## config.mk

```make
export PLATFORM = sky130hd
export DESIGN_NAME = turnaround_gate
export DESIGN_NICKNAME = d
export VERILOG_FILES = /design/src/rtl/turnaround_pkg.sv /design/src/rtl/turnaround_cfg_regs.sv /design/src/rtl/turnaround_idle_timer.sv /design/src/rtl/turnaround_gate.sv
export SDC_FILE = /design/constraint.sdc
export NUM_CORES = 1
export LEC_CHECK = 0
export BUFFER_PORTS_ARGS = -buffer_cell sky130_fd_sc_hd__buf_2
export CAP_MARGIN = 20
export CORE_MARGIN = 1.5
export CORE_UTILIZATION = 65
export CTS_CLUSTER_DIAMETER = 50
export DETAILED_ROUTE_END_ITERATION = 12
export GPL_TIMING_DRIVEN = 0
export PLACE_DENSITY = 0.85
export REMOVE_ABC_BUFFERS = 1
export SLEW_MARGIN = 20
export SYNTH_ARGS = -nofsm -noshare
export SYNTH_HDL_FRONTEND = slang
export SYNTH_SLANG_ARGS = --single-unit
```

## constraint.sdc

```tcl
create_clock -name clk -period 4.9 [get_ports clk]
set_clock_uncertainty 0.05 [all_clocks]
set_input_delay 0.98 -clock clk [delete_from_list [all_inputs] [get_ports clk]]
set_output_delay 0.98 -clock clk [all_outputs]
set_load 0.05 [all_outputs]
```

## src/rtl/turnaround_pkg.sv

```systemverilog
package turnaround_pkg;

  localparam int REG_W     = 32;
  localparam int CODE_LSB  = 28;
  localparam int CODE_W    = 3;
  localparam int RSVD_BIT  = 31;
  localparam int IDLE_W    = 4;

  // Non-linear recovery code: 0,1,2 pass straight; above that two per step.
  function automatic logic [IDLE_W-1:0] idle_decode(input logic [CODE_W-1:0] code);
    logic [IDLE_W-1:0] n;
    case (code)
      3'd0: n = 4'd0;
      3'd1: n = 4'd1;
      3'd2: n = 4'd2;
      3'd3: n = 4'd4;
      3'd4: n = 4'd6;
      3'd5: n = 4'd8;
      3'd6: n = 4'd10;
      default: n = 4'd12;
    endcase
    return n;
  endfunction

endpackage

```

## src/rtl/turnaround_cfg_regs.sv

```systemverilog
module turnaround_cfg_regs
  import turnaround_pkg::*;
#(
  parameter int NUM_AREAS = 8,
  parameter int AREA_W    = 3,
  parameter int ADDR_W    = 4,
  parameter logic [REG_W-1:0] AREA_INIT = 32'h36DB_0600
) (
  input  logic              clk,
  input  logic              por_n,
  input  logic              we,
  input  logic [ADDR_W-1:0] addr,
  input  logic [REG_W-1:0]  wdata,
  output logic [REG_W-1:0]  rdata,
  input  logic [AREA_W-1:0] look_area,
  output logic [CODE_W-1:0] look_code,
  output logic              hiz_keep
);

  localparam logic [REG_W-1:0] KEEP_MASK = ~(REG_W'(1) << RSVD_BIT);
  localparam logic [ADDR_W-1:0] STROBE_ADDR = ADDR_W'(NUM_AREAS);

  logic [REG_W-1:0] area_q [NUM_AREAS];
  logic             hiz_q;

  for (genvar k = 0; k < NUM_AREAS; k++) begin : g_area
    localparam logic [ADDR_W-1:0] MY_ADDR = ADDR_W'(k);
    always_ff @(posedge clk or negedge por_n) begin
      if (!por_n)                   area_q[k] <= AREA_INIT & KEEP_MASK;
      else if (we && addr == MY_ADDR) area_q[k] <= wdata & KEEP_MASK;
    end
  end

  always_ff @(posedge clk or negedge por_n) begin
    if (!por_n)                          hiz_q <= 1'b0;
    else if (we && addr == STROBE_ADDR)  hiz_q <= wdata[0];
  end

  always_comb begin
    rdata = '0;
    if (addr < STROBE_ADDR)        rdata = area_q[addr[AREA_W-1:0]];
    else if (addr == STROBE_ADDR)  rdata = {{(REG_W-1){1'b0}}, hiz_q};
  end

  assign look_code = area_q[look_area][CODE_LSB +: CODE_W];
  assign hiz_keep  = hiz_q;

  // reserved bit never visible on the read port
  a_r5_rsvd_zero: assert property (@(posedge clk) disable iff (!por_n)
    rdata[RSVD_BIT] == 1'b0);

endmodule

```

## src/rtl/turnaround_idle_timer.sv

```systemverilog
module turnaround_idle_timer
  import turnaround_pkg::*;
(
  input  logic              clk,
  input  logic              rst_n,
  input  logic              load,
  input  logic [IDLE_W-1:0] load_val,
  output logic [IDLE_W-1:0] remain
);

  logic [IDLE_W-1:0] cnt_q;

  always_ff @(posedge clk or negedge rst_n) begin
    if (!rst_n)             cnt_q <= '0;
    else if (load)          cnt_q <= load_val;
    else if (cnt_q != '0)   cnt_q <= cnt_q - 1'b1;
  end

  assign remain = cnt_q;

  // a running window only ever moves down by one
  a_r4_countdown: assert property (@(posedge clk) disable iff (!rst_n)
    (!load && cnt_q != '0) |=> (cnt_q == $past(cnt_q) - 1'b1));

  // with no load, an empty window stays empty
  a_r2_stays_empty: assert property (@(posedge clk) disable iff (!rst_n)
    (!load && cnt_q == '0) |=> (cnt_q == '0));

endmodule

```

## src/rtl/turnaround_gate.sv

```systemverilog
module turnaround_gate
  import turnaround_pkg::*;
#(
  parameter int NUM_AREAS = 8,
  parameter int AREA_W    = (NUM_AREAS > 1) ? $clog2(NUM_AREAS) : 1,
  parameter int ADDR_W    = $clog2(NUM_AREAS + 1),
  parameter logic [31:0] AREA_INIT = 32'h36DB_0600
) (
  input  logic                 clk,
  input  logic                 por_n,
  input  logic                 mrst_n,
  input  logic                 cfg_we,
  input  logic [ADDR_W-1:0]    cfg_addr,
  input  logic [31:0]          cfg_wdata,
  output logic [31:0]          cfg_rdata,
  input  logic                 req_valid,
  output logic                 req_ready,
  input  logic                 req_write,
  input  logic [AREA_W-1:0]    req_area,
  output logic [NUM_AREAS-1:0] cs_sel,
  input  logic                 standby,
  input  logic                 bus_release,
  output logic                 strobe_oe
);

  logic              seq_rst_n;
  logic              hold;
  logic              accept;
  logic [CODE_W-1:0] area_code;
  logic [IDLE_W-1:0] idle_left;
  logic              hiz_keep;

  assign seq_rst_n = por_n & mrst_n;
  assign hold      = standby | bus_release;

  turnaround_cfg_regs #(
    .NUM_AREAS (NUM_AREAS),
    .AREA_W    (AREA_W),
    .ADDR_W    (ADDR_W),
    .AREA_INIT (AREA_INIT)
  ) u_regs (
    .clk       (clk),
    .por_n     (por_n),
    .we        (cfg_we),
    .addr      (cfg_addr),
    .wdata     (cfg_wdata),
    .rdata     (cfg_rdata),
    .look_area (req_area),
    .look_code (area_code),
    .hiz_keep  (hiz_keep)
  );

  turnaround_idle_timer u_timer (
    .clk      (clk),
    .rst_n    (seq_rst_n),
    .load     (accept && req_write),
    .load_val (idle_decode(area_code)),
    .remain   (idle_left)
  );

  assign req_ready = seq_rst_n && !hold && (idle_left == '0);
  assign accept    = req_valid && req_ready;

  for (genvar k = 0; k < NUM_AREAS; k++) begin : g_cs
    assign cs_sel[k] = accept && (req_area == AREA_W'(k));
  end

  assign strobe_oe = hold ? hiz_keep : 1'b1;

  // nothing leaves while a window is counting
  a_r4_quiet: assert property (@(posedge clk) disable iff (!seq_rst_n)
    (idle_left != '0) |-> (!req_ready && cs_sel == '0));

  // chip select one-hot and matched to the accepted area
  a_r10_onehot: assert property (@(posedge clk) disable iff (!seq_rst_n)
    $onehot0(cs_sel));
  a_r10_match: assert property (@(posedge clk) disable iff (!seq_rst_n)
    (req_valid && req_ready) |-> cs_sel[req_area]);

  // an accepted read opens no window
  a_r2_read_free: assert property (@(posedge clk) disable iff (!seq_rst_n)
    (req_valid && req_ready && !req_write) |=> (idle_left == '0));

  // a write with a nonzero code blocks the next cycle
  a_r3_write_gap: assert property (@(posedge clk) disable iff (!seq_rst_n)
    (req_valid && req_ready && req_write && area_code != '0) |=> !req_ready);

  // strobe enable follows the hold inputs and the strobe bit
  a_r9_oe_run: assert property (@(posedge clk) disable iff (!por_n)
    !hold |-> strobe_oe);
  a_r9_oe_float: assert property (@(posedge clk) disable iff (!por_n)
    (hold && !hiz_keep) |-> !strobe_oe);
  a_r9_no_grant: assert property (@(posedge clk) disable iff (!por_n)
    hold |-> !req_ready);

endmodule

```

==> results.md, run 1 <==
* Run status: finished, final reports clean
* Peak Freq at 0.250 GHz
* Max-cap violations at 0
* Area contributors post-synth: dfrtp_1 33%, dfstp_2 21%, mux2_1 18%, mux4_2 12%, mux2_2 5.8%
* Slowest stage cell on the critical path: buf_16
* Period utilisation layout at 81.8%
* GPL Wtd Cong at between 0.8 and 0.9
* Top-Level Pins at 89
* Max Slew Vio Count at 0
* Final setup viols at 0
* R2r startpoint: u_timer.remain[0]$_DFFE_PN0P_
* RR Endpoint: u_timer.remain[3]$_DFFE_PN0P_
* Max_slew headroom at a little over a third
* Largest net degree at the start of global routing at around 120
* Cts repair resizes at 0
* Peak supply drop at roughly 0.34 mV
* Die X at approximately 140 um
* R2r worst-path depth at 7
* Synth-to-layout area growth at 14.7%
* Area leader, netlist: dfrtp_1
* WL per Instance at 23.7 um
* Clock buffer count from CTS at 27
* Multiplexer area fraction after synthesis at 39.0%
* CTS Buffer Depth at 3
* DP HPWL at 16.1 mm
* Pwr/cell area at 460 nW/um2
* Post-Synthesis Cells at 755
* Final Hold Violating Endpoints at 0
* Fillers at around 1100
* Placement row count at 49
* Post-layout minimum cycle time at 4.01 ns
* Startpoint Class: input port
* Post-Syn Area at 11900 um2
* Tot Pwr at roughly 0.0063 W
* Worst path arrival time at around 3.0 ns
* CTS tree: done
* Inserted Diodes at 0
* Unrepaired setup endpoints after global routing: no
* Most frequent cell after synthesis: mux2_1
* Clk root buf: clkbuf_16
* Crit-path max FO at 114
* Synth Warn # at 0
* Synth Area per Inst at approximately 16 um2
* Global-route wire length before repair at 42.0 mm
* Register Area at 6450 um2
* R2r setup slk at around 2.8 ns
* # clock sinks at about 250
* CP Cell Sequence: buf_8 > buf_16 > nand2_1 > nor4_4 > nand3_1 > nor3_1 > buf_2
* Max incr delay on CP at 0.42 ns
* Share of Yosys cell area claimed by the top area cell type at 33.0%
* Vias per cell at approximately 6.3
* Worst setup path startpoint: por_n
* Synth cell count leaders: 190 x mux2_1, 157 x dfrtp_1, 96 x dfstp_2
* Setup Buffers After CTS at 0
* H-tree depth at 1
* Nets@finish at 887
* DRC viols at 0
* Number of global-route vias before repair at 7792
* Core box area at 18000 um2
* Area occupied by multi-input gates at 5190 um2
* Synth Area in Adders at 0.210%
* Crit path kind: input port to output pin
* Post-synth ARST share at 100%
* Die area at 19100 um2
* GRT overflow at 0
* Remaining antenna violation count after routing at 0
* Setup TNS at 0 ns
* Post-Route WL at about 26 mm
* Static Leakage at 5.92 nW
* Critical Path RT at 3.87 ns
* HP Class: input port to asynchronous set/reset pin
* Simple-gate share of the synthesized area at 3.29%
* Compound-Gate Fraction of Synth Area at less than 1%
* #FFs+latches synth at 253
* EDFF count, synth at 0
* Drt first pass iters at 4
* PortBufs at 86
* Clock latency on the worst-skew pair at 0.53 ns
* Share of layout cells above drive strength 1 at 44.2%
* Post-Synth XOR/XNOR Area at 0.147%
* Post-synthesis cell type count at 44
* Crit end category: output pin
* Clock transition at path regs at about 0.06 ns
* Gr usage total at between 20% and 30%
* Starting Density at around two thirds
* Seq/Total Area, Yosys at 54.2%
* Vert. Die Dim at around 140 um
* Largest family of logic cells by synthesized area: multiplexers
* Hold Buf Count CTS at 0
* Initial antenna violation count at 1
* Via count at 6886
* Synth Flop Type: dfrtp_1
* Worst-margin pin slew at 0.980 ns
* DR iter-0 viols at 362
-- through the flow --
stage               utilization (%)  hold WS [ns]  instances  worst slack, ns  cell area (um2)
CTS                            75.9         0.224       1088            0.889            13600
global route                   75.9         0.236       1088            0.704            13600
detailed placement             71.0         0.422       1038            0.884            12800
global placement               68.8         0.411       1017            -3.42            12400
floorplan                         -         0.402        702            0.707            11600
finish                         75.9         0.233       1088            0.893            13600
-- how the worst max path moves through the flow --
stage / end / slack [ns] / cells past startpoint
2_1_floorplan: u_regs.area_q[75]$_DFFE_PN0P_ / 0.71 / 3
3_3_place_gp: u_regs.area_q[89]$_DFFE_PN1P_ / -3.42 / 3
3_5_place_dp: cfg_rdata[0] / 0.88 / 7
4_1_cts: cfg_rdata[0] / 0.89 / 7
5_1_grt: cs_sel[4] / 0.70 / 7
6_report: cs_sel[4] / 0.89 / 7
-- routing by layer --
layer	GRT usage [%]	up-vias	share of wire [%]
met5	0	-	0
met4	7.15	0	2.2
met1	37.1	3711	42
met2	48.7	163	52
met3	3.98	51	4.0
li1	-	2961	-
-- registers in the layout (all words and copies together), names as in the netlist --
signal and count:
u_regs.area_q 248, u_regs.hiz_keep 1, u_timer.remain 4
-- cells by family after synthesis --
group	Yosys count
mux	349
flops	253
simple gates	76
buf+inv	58
compound gates	14
fa+ha+maj	2
xor+xnor	2
other cells	1
-- worst max-delay path, delay by kind of cell --
family	cells	cell delay, ns
AND/OR/NAND/NOR	4	0.96
buffers and inverters	3	0.92
-- power by group --
part           switching (W)  total [W]  internal [W]  leakage (nW)
Clock               0.000813    0.00202       0.00121         0.427
Sequential          0.000278    0.00300       0.00272          2.93
Combinational       0.000609    0.00126      0.000654          2.56
Total                0.00170    0.00628       0.00458          5.92
-- final cells by class --
| cell class | instances | area share, % |
|---|---|---|
| repair buffers | 107 | 5.89 |
| well taps | 229 | 2.10 |
| flip-flops and latches | 253 | 47.3 |
| inverters | 5 | 0.138 |
| clock buffers | 43 | 5.76 |
| clock inverters | 7 | 0.725 |
| multi-input cells | 444 | 38.1 |
-- cells in the final DEF (no fill, tap or decap), types with 4 or more instances in the layout --
cell,netlist,layout
clkbuf_1,9,11
mux4_2,66,66
dfstp_2,96,96
nand2b_1,4,4
nand3b_1,4,4
buf_4,2,4
buf_8,0,5
nor2_1,39,38
dfrtp_1,157,157
mux2_2,61,61
buf_2,37,82
inv_1,4,4
nand2_1,8,7
mux2i_1,31,31
mux2_1,190,190
clkbuf_8,0,5
buf_16,0,5
clkbuf_16,0,27
buf_6,0,8
Note: power is estimated with default switching activity, not from simulation.
==> run 2: changes to the inputs <==
- CORE_UTILIZATION: 65 -> 60
- PLACE_DENSITY: 0.85 -> 0.8
- clock period: 4.9 -> 3.85 ns (I/O delays scaled with it)
==> results.md, run 2 (same netlist as run 1, synthesis figures left out) <==
* Run status: finished, final reports clean
* Via count at 6859
* GRT overflow at 0
* R2r setup slk at 1.75 ns
* Sw Pwr at 0.00217 W
* Flop pwr share at about 47%
* Period utilisation layout at 90.4%
* Nets@finish at 891
* Die area at 20700 um2
* Most frequent cells in the layout: 190 x mux2_1, 157 x dfrtp_1, 96 x dfstp_2, 82 x buf_2, 66 x mux4_2
* Peak Freq at about 0.29 GHz
* Clock latency on the worst-skew pair at 0.53 ns
* Cell-internal power at ~0.0060 W
* CTS tree: done
* Worst path arrival time at 2.66 ns
* Max reg flops at around 250
* Crit path kind: input port to output pin
* Number of global-route vias before repair at 7624
* Final setup viols at 0
* Die X at 144 um
* CTS Buffer Depth at 3
* Critical Path RT at 3.03 ns
* Static Leakage at 5.99 nW
* # clock sinks at between 200 and 300
* HP Class: input port to asynchronous set/reset pin
* Global-route wire length before repair at 41.4 mm
* Clk root buf: clkbuf_16
* Placed cells at 1074
* Pwr/cell area at just under 600 nW/um2
* R2r worst-path depth at 7
* DR iter-0 viols at 319
* Top-Level Pins at 89
* Max-cap violations at 0
* Crit-path leading delay family: buffers and inverters
* Peak supply drop at about 0.42 mV
* Max Slew Vio Count at 0
* Final Instance Count excl. Fillers at 1133
* Hold Buf Count CTS at 0
* Post-Route WL at between 20 and 30 mm
* Max_slew headroom at 34.5%
* R2r startpoint: u_timer.remain[0]$_DFFE_PN0P_
* Core box area at 19500 um2
* Commonest non-fill, non-tap cell in the layout: mux2_1
* Gr usage total at 26.4%
* Tot Pwr at roughly 0.008 W
* Startpoint Class: input port
* Worst-margin pin slew at 0.983 ns
* Clock buffer count from CTS at 30
* Clock share of power at 33.6%
* RR Endpoint: u_timer.remain[3]$_DFFE_PN0P_
* Share of layout cells above drive strength 1 at 44.6%
* DP HPWL at around 16 mm
* CP Cell Sequence: buf_8 > buf_16 > nand2_1 > nor4_4 > nand3_1 > nor3_1 > buf_2
* Vert. Die Dim at 144 um
* WL per Instance at 22.6 um
* Clock transition at path regs at 0.05 ns
* DRC viols at 0
* Largest net degree at the start of global routing at 112
* Placement row count at slightly above 50
* H-tree depth at 1
* Logic pwr share at 19.6%
* Unrepaired setup endpoints after global routing: no
* Vias per cell at 6.05
* Post-layout minimum cycle time at ~3.5 ns
* Remaining antenna violation count after routing at 0
* Crit-path max FO at 62
* Final Hold Violating Endpoints at 0
* Max incr delay on CP at 0.36 ns
* Most flops, register: u_regs.area_q
* Starting Density at 61.1%
* Synth-to-layout area growth at 16.1%
* PortBufs at 86
* Drt first pass iters at 4
* Switch share at about a quarter
* Fillers at 1200
* GPL Wtd Cong at 0.766
* Cts repair resizes at 0
* Slowest stage cell on the critical path: buf_8
* CP Buf/Inv Count at 3
* Crit end category: output pin
* Initial antenna violation count at 1
-- run 2: cell count changes in the layout (fill, tap and decap cells not counted), sizes merged --
cell,delta
inv,+1
diode,+2
clkinvlp,-1
clkbuf,+4
clkinv,+3
-- run 2: area by class of cell --
| type | count | area (um2) | share of cell area (%) |
|---|---|---|---|
| clock inverters | 10 | 113 | 0.816 |
| repair buffers | 108 | 832 | 6.03 |
| inverters | 5 | 18.8 | 0.136 |
| well taps | 265 | 332 | 2.40 |
| flip-flops and latches | 253 | 6450 | 46.7 |
| multi-input cells | 444 | 5190 | 37.6 |
| clock buffers | 46 | 862 | 6.24 |
| diodes | 2 | 5.00 | 0.0362 |
-- run 2: layer usage --
metal  wire length [um]  track usage, %  vias to the layer above  part of all wire (%)
met4                480            7.79                        0                   1.9
met1              10700            33.8                     3657                    42
met3               1310            4.67                       43                   5.1
met2              13200            46.3                      174                    51
met5                  0               0                        -                     0
li1                   -               -                     2985                     -
-- run 2: how the worst max path moves through the flow --
stage / start / to / slack [ns] / cells after the start
CTS: por_n / cs_sel[4] / 0.07 / 7
floorplan: cfg_addr[3] / u_regs.area_q[75]$_DFFE_PN0P_ / -0.13 / 3
finish: por_n / cs_sel[4] / 0.37 / 7
global placement: cfg_addr[0] / u_regs.area_q[93]$_DFFE_PN1P_ / -4.23 / 3
detailed placement: por_n / cs_sel[4] / 0.08 / 7
global route: por_n / cs_sel[4] / 0.12 / 7
-- run 2: metrics by stage --
step                worst slack, ns  util (%)  area (um2)  hold slack [ns]  setup TNS, ns
finish                        0.368      70.9       13800            0.109              0
CTS                          0.0690      70.8       13800            0.111              0
global placement              -4.23      63.7       12400            0.411        -832.11
floorplan                    -0.133         -       11600            0.402          -2.74
global route                  0.124      70.9       13800            0.135              0
detailed placement           0.0798      65.8       12800            0.421              0
-- run 2: repair_timing --
item                       CTS  global route
setup buffers                0             0
hold endpoints to repair     0             0
setup endpoints to repair    0             8
-- run 2: power by group through the flow --
stage                     sequential, W  clock, W  combinational [W]
after CTS                       0.00380   0.00279            0.00162
after global placement          0.00374         0            0.00150
after floorplan                 0.00369         0            0.00120
after global routing            0.00388   0.00292            0.00173
after detailed placement        0.00384         0            0.00160
final                           0.00381   0.00274            0.00160
-- run 2: worst reg2reg max path: stages, from the launching register on --
cell and delay (ns):
dfrtp_1 0.40, inv_1 0.09, ha_1 0.17, or3b_1 0.49, nor4_4 0.25, and3_2 0.28, inv_2 0.04, o31ai_1 0.24
==> run 3: changes to the inputs <==
- ABC_AREA: default -> 1
==> results.md, run 3 <==
* Vert. Die Dim at between 100 and 150 um
* DRC viols at 0
* Max_slew headroom at 42.0%
* Post-Route WL at around 29 mm
* Static Leakage at between 6 and 7 nW
* DR iter-0 viols at 900
* HP Class: input port to asynchronous set/reset pin
* Hold Buf Count CTS at 0
* Final setup viols at 0
* Top-Level Pins at just under 90
* Share of Yosys cell area claimed by the top area cell type at around a third
* #FFs+latches synth at 253
* Crit-path leading delay family: buffers and inverters
* Post-layout minimum cycle time at 3.65 ns
* Crit path kind: input port to output pin
* Run status: finished, final reports clean
* Max-cap violations at 0
* Global-route wire length before repair at 47.1 mm
* Die area at 19700 um2
* Worst setup path startpoint: cfg_addr[1]
* EDFF count, synth at 0
* Post-synthesis cell type count at 27
* Pwr/cell area at approximately 590 nW/um2
* Clock transition at path regs at 0.06 ns
* Placement row count at 50
* Cell area after layout at 13100 um2
* Synth Flop Type: dfrtp_1
* Period utilisation layout at 94.7%
* Synth Area per Inst at about 8.7 um2
* Starting Density at approximately 61%
* Max Slew Vio Count at 0
* Critical Path RT at 3.03 ns
* Slowest stage cell on the critical path: inv_4
* Via count at 9572
* Clk root buf: clkbuf_16
* GPL Wtd Cong at 0.844
* Final Hold Violating Endpoints at 0
* Worst path arrival time at 2.83 ns
* Hold slack at 0.128 ns
* Worst-margin pin slew at 0.867 ns
* Peak supply drop at 0.441 mV
* Clock latency on the worst-skew pair at 0.53 ns
* Post-Synthesis Cells at 1304
* Post-Syn Area at roughly 11000 um2
* Most flops, register: u_regs.area_q
* Max incr delay on CP at around 0.64 ns
* Post-DP Area at around 12000 um2
* Drt first pass iters at 5
* Remaining antenna violation count after routing at 0
* Crit-path max FO at 62
* Clock buffer count from CTS at 28
* Number of global-route vias before repair at 9238
* # clock sinks at 253
* Seq/Total Area, Yosys at 57.1%
* Unrepaired setup endpoints after global routing: no
* Gr usage total at 29.6%
* CTS tree: done
* H-tree depth at 1
* Synth-to-layout area growth at 15.6%
* Final Instance Count excl. Fillers at roughly 1600
* WL per Instance at 17.8 um
* CP Cell Sequence: buf_2 > nand2_1 > inv_4 > nand2_1 > o21ai_0 > a221oi_1 > o21ai_0 > buf_2
* Startpoint Class: input port
* R2r startpoint: u_timer.remain[0]$_DFFE_PN0P_
* Inserted Diodes at 0
* PortBufs at 86
* CTS Buffer Depth at 3
* GRT overflow at 0
* Max reg flops at 248
* Placed cells at 1556
* Post-synth ARST share at between 90% and 100%
* Most frequent cells in the layout: 396 x nand2_1, 272 x o21ai_0, 157 x dfrtp_1, 96 x dfstp_2, 85 x buf_2
* Vias per cell at 5.95
* Nets@finish at ~1400
* CP Buf/Inv Count at 3
* Die X at around 140 um
* DP HPWL at 16.2 mm
* Synth cell count leaders: 399 x nand2_1, 272 x o21ai_0, 157 x dfrtp_1
* Synth Warn # at 0
* Commonest non-fill, non-tap cell in the layout: nand2_1
* Peak Freq at 0.274 GHz
* Most frequent cell after synthesis: nand2_1
* Share of layout cells above drive strength 1 at between 10% and 20%
* Area leader, netlist: dfrtp_1
* Area contributors post-synth: dfrtp_1 35%, dfstp_2 22%, nand2_1 13%, o21ai_0 12%, a22oi_1 4.1%
* Crit end category: output pin
* Fillers at between 1000 and 1500
* Core box area at 18600 um2
* Initial antenna violation count at 0
* Largest net degree at the start of global routing at between 100 and 150
run 3: cell type report:
class | count | area, um2 | area share [%]
multi-input cells | 883 | 4280 | 32.7
repair buffers | 103 | 779 | 5.97
flip-flops and latches | 253 | 6450 | 49.4
well taps | 234 | 293 | 2.24
clock inverters | 11 | 144 | 1.10
inverters | 83 | 319 | 2.44
clock buffers | 41 | 801 | 6.13
run 3: layer usage:
layer,vias up,part of all wire [%],global-route usage (%)
li1,4459,-,-
met1,4699,43,42.1
met2,362,48,48.3
met3,52,6.8,3.25
met4,0,1.9,8.86
met5,-,0,0
run 3: logic make-up (layout without fill, tap and decap cells):
| logic type | count (synthesis) | after routing | share of synthesized area (%) |
|---|---|---|---|
| and+or+nand+nor | 469 | 469 | 16.1 |
| AOI/OAI and AO/OA | 410 | 410 | 20.6 |
| DFF | 253 | 253 | 57.1 |
| buffers and inverters | 168 | 238 | 5.88 |
| adders and majority gates | 2 | 2 | 0.221 |
| other | 1 | 1 | 0.0332 |
| xor gates and xnor gates | 1 | 1 | 0.0775 |
run 3: where the power goes:
part	leakage (nW)	switching, W	total, W	internal, W
logic	2.66	0.000856	0.00134	0.000489
clock network	0.456	0.00106	0.00271	0.00165
registers	2.96	0.000316	0.00371	0.00340
total	6.08	0.00224	0.00777	0.00553
run 3: path summary, 6_finish.rpt:
path	to	slack, ns	cells past startpoint
worst max-delay path	cfg_rdata[25]	0.20	8
worst min-delay path	u_timer.remain[3]$_DFFE_PN0P_	0.13	3
worst max register to register	u_timer.remain[1]$_DFFE_PN0P_	2.06	10
worst min register to register	u_regs.area_q[186]$_DFFE_PN1P_	0.43	2
max in group asynchronous	u_regs.area_q[41]$_DFFE_PN1P_	2.63	2
min in group clk	u_regs.area_q[38]$_DFFE_PN0P_	0.41	3
run 3: repair_timing:
action | 4_1_cts | 5_1_grt
endpoints found under the setup margin | 31 | 9
cloned | 0 | 0
gates resized for setup | 2 | 1
buffers inserted | 0 | 0
pin swaps | 0 | 0
run 3: worst min-delay path: stages:
cell and delay, ns:
buf_2 0.08, nand2_1 0.06, inv_1 0.15
run 3: through the flow:
| step | util, % | setup slack [ns] | setup TNS (ns) | power, W |
|---|---|---|---|---|
| 2_1_floorplan | - | -1.32 | -119.00 | 0.00462 |
| 3_3_place_gp | 62.8 | -5.29 | -1256.50 | 0.00494 |
| 3_5_place_dp | 65.2 | -0.231 | -5.31 | 0.00506 |
| 4_1_cts | 70.3 | 0.0723 | 0 | 0.00779 |
| 5_1_grt | 70.3 | 0.176 | 0 | 0.00815 |
| 6_report | 70.3 | 0.204 | 0 | 0.00777 |
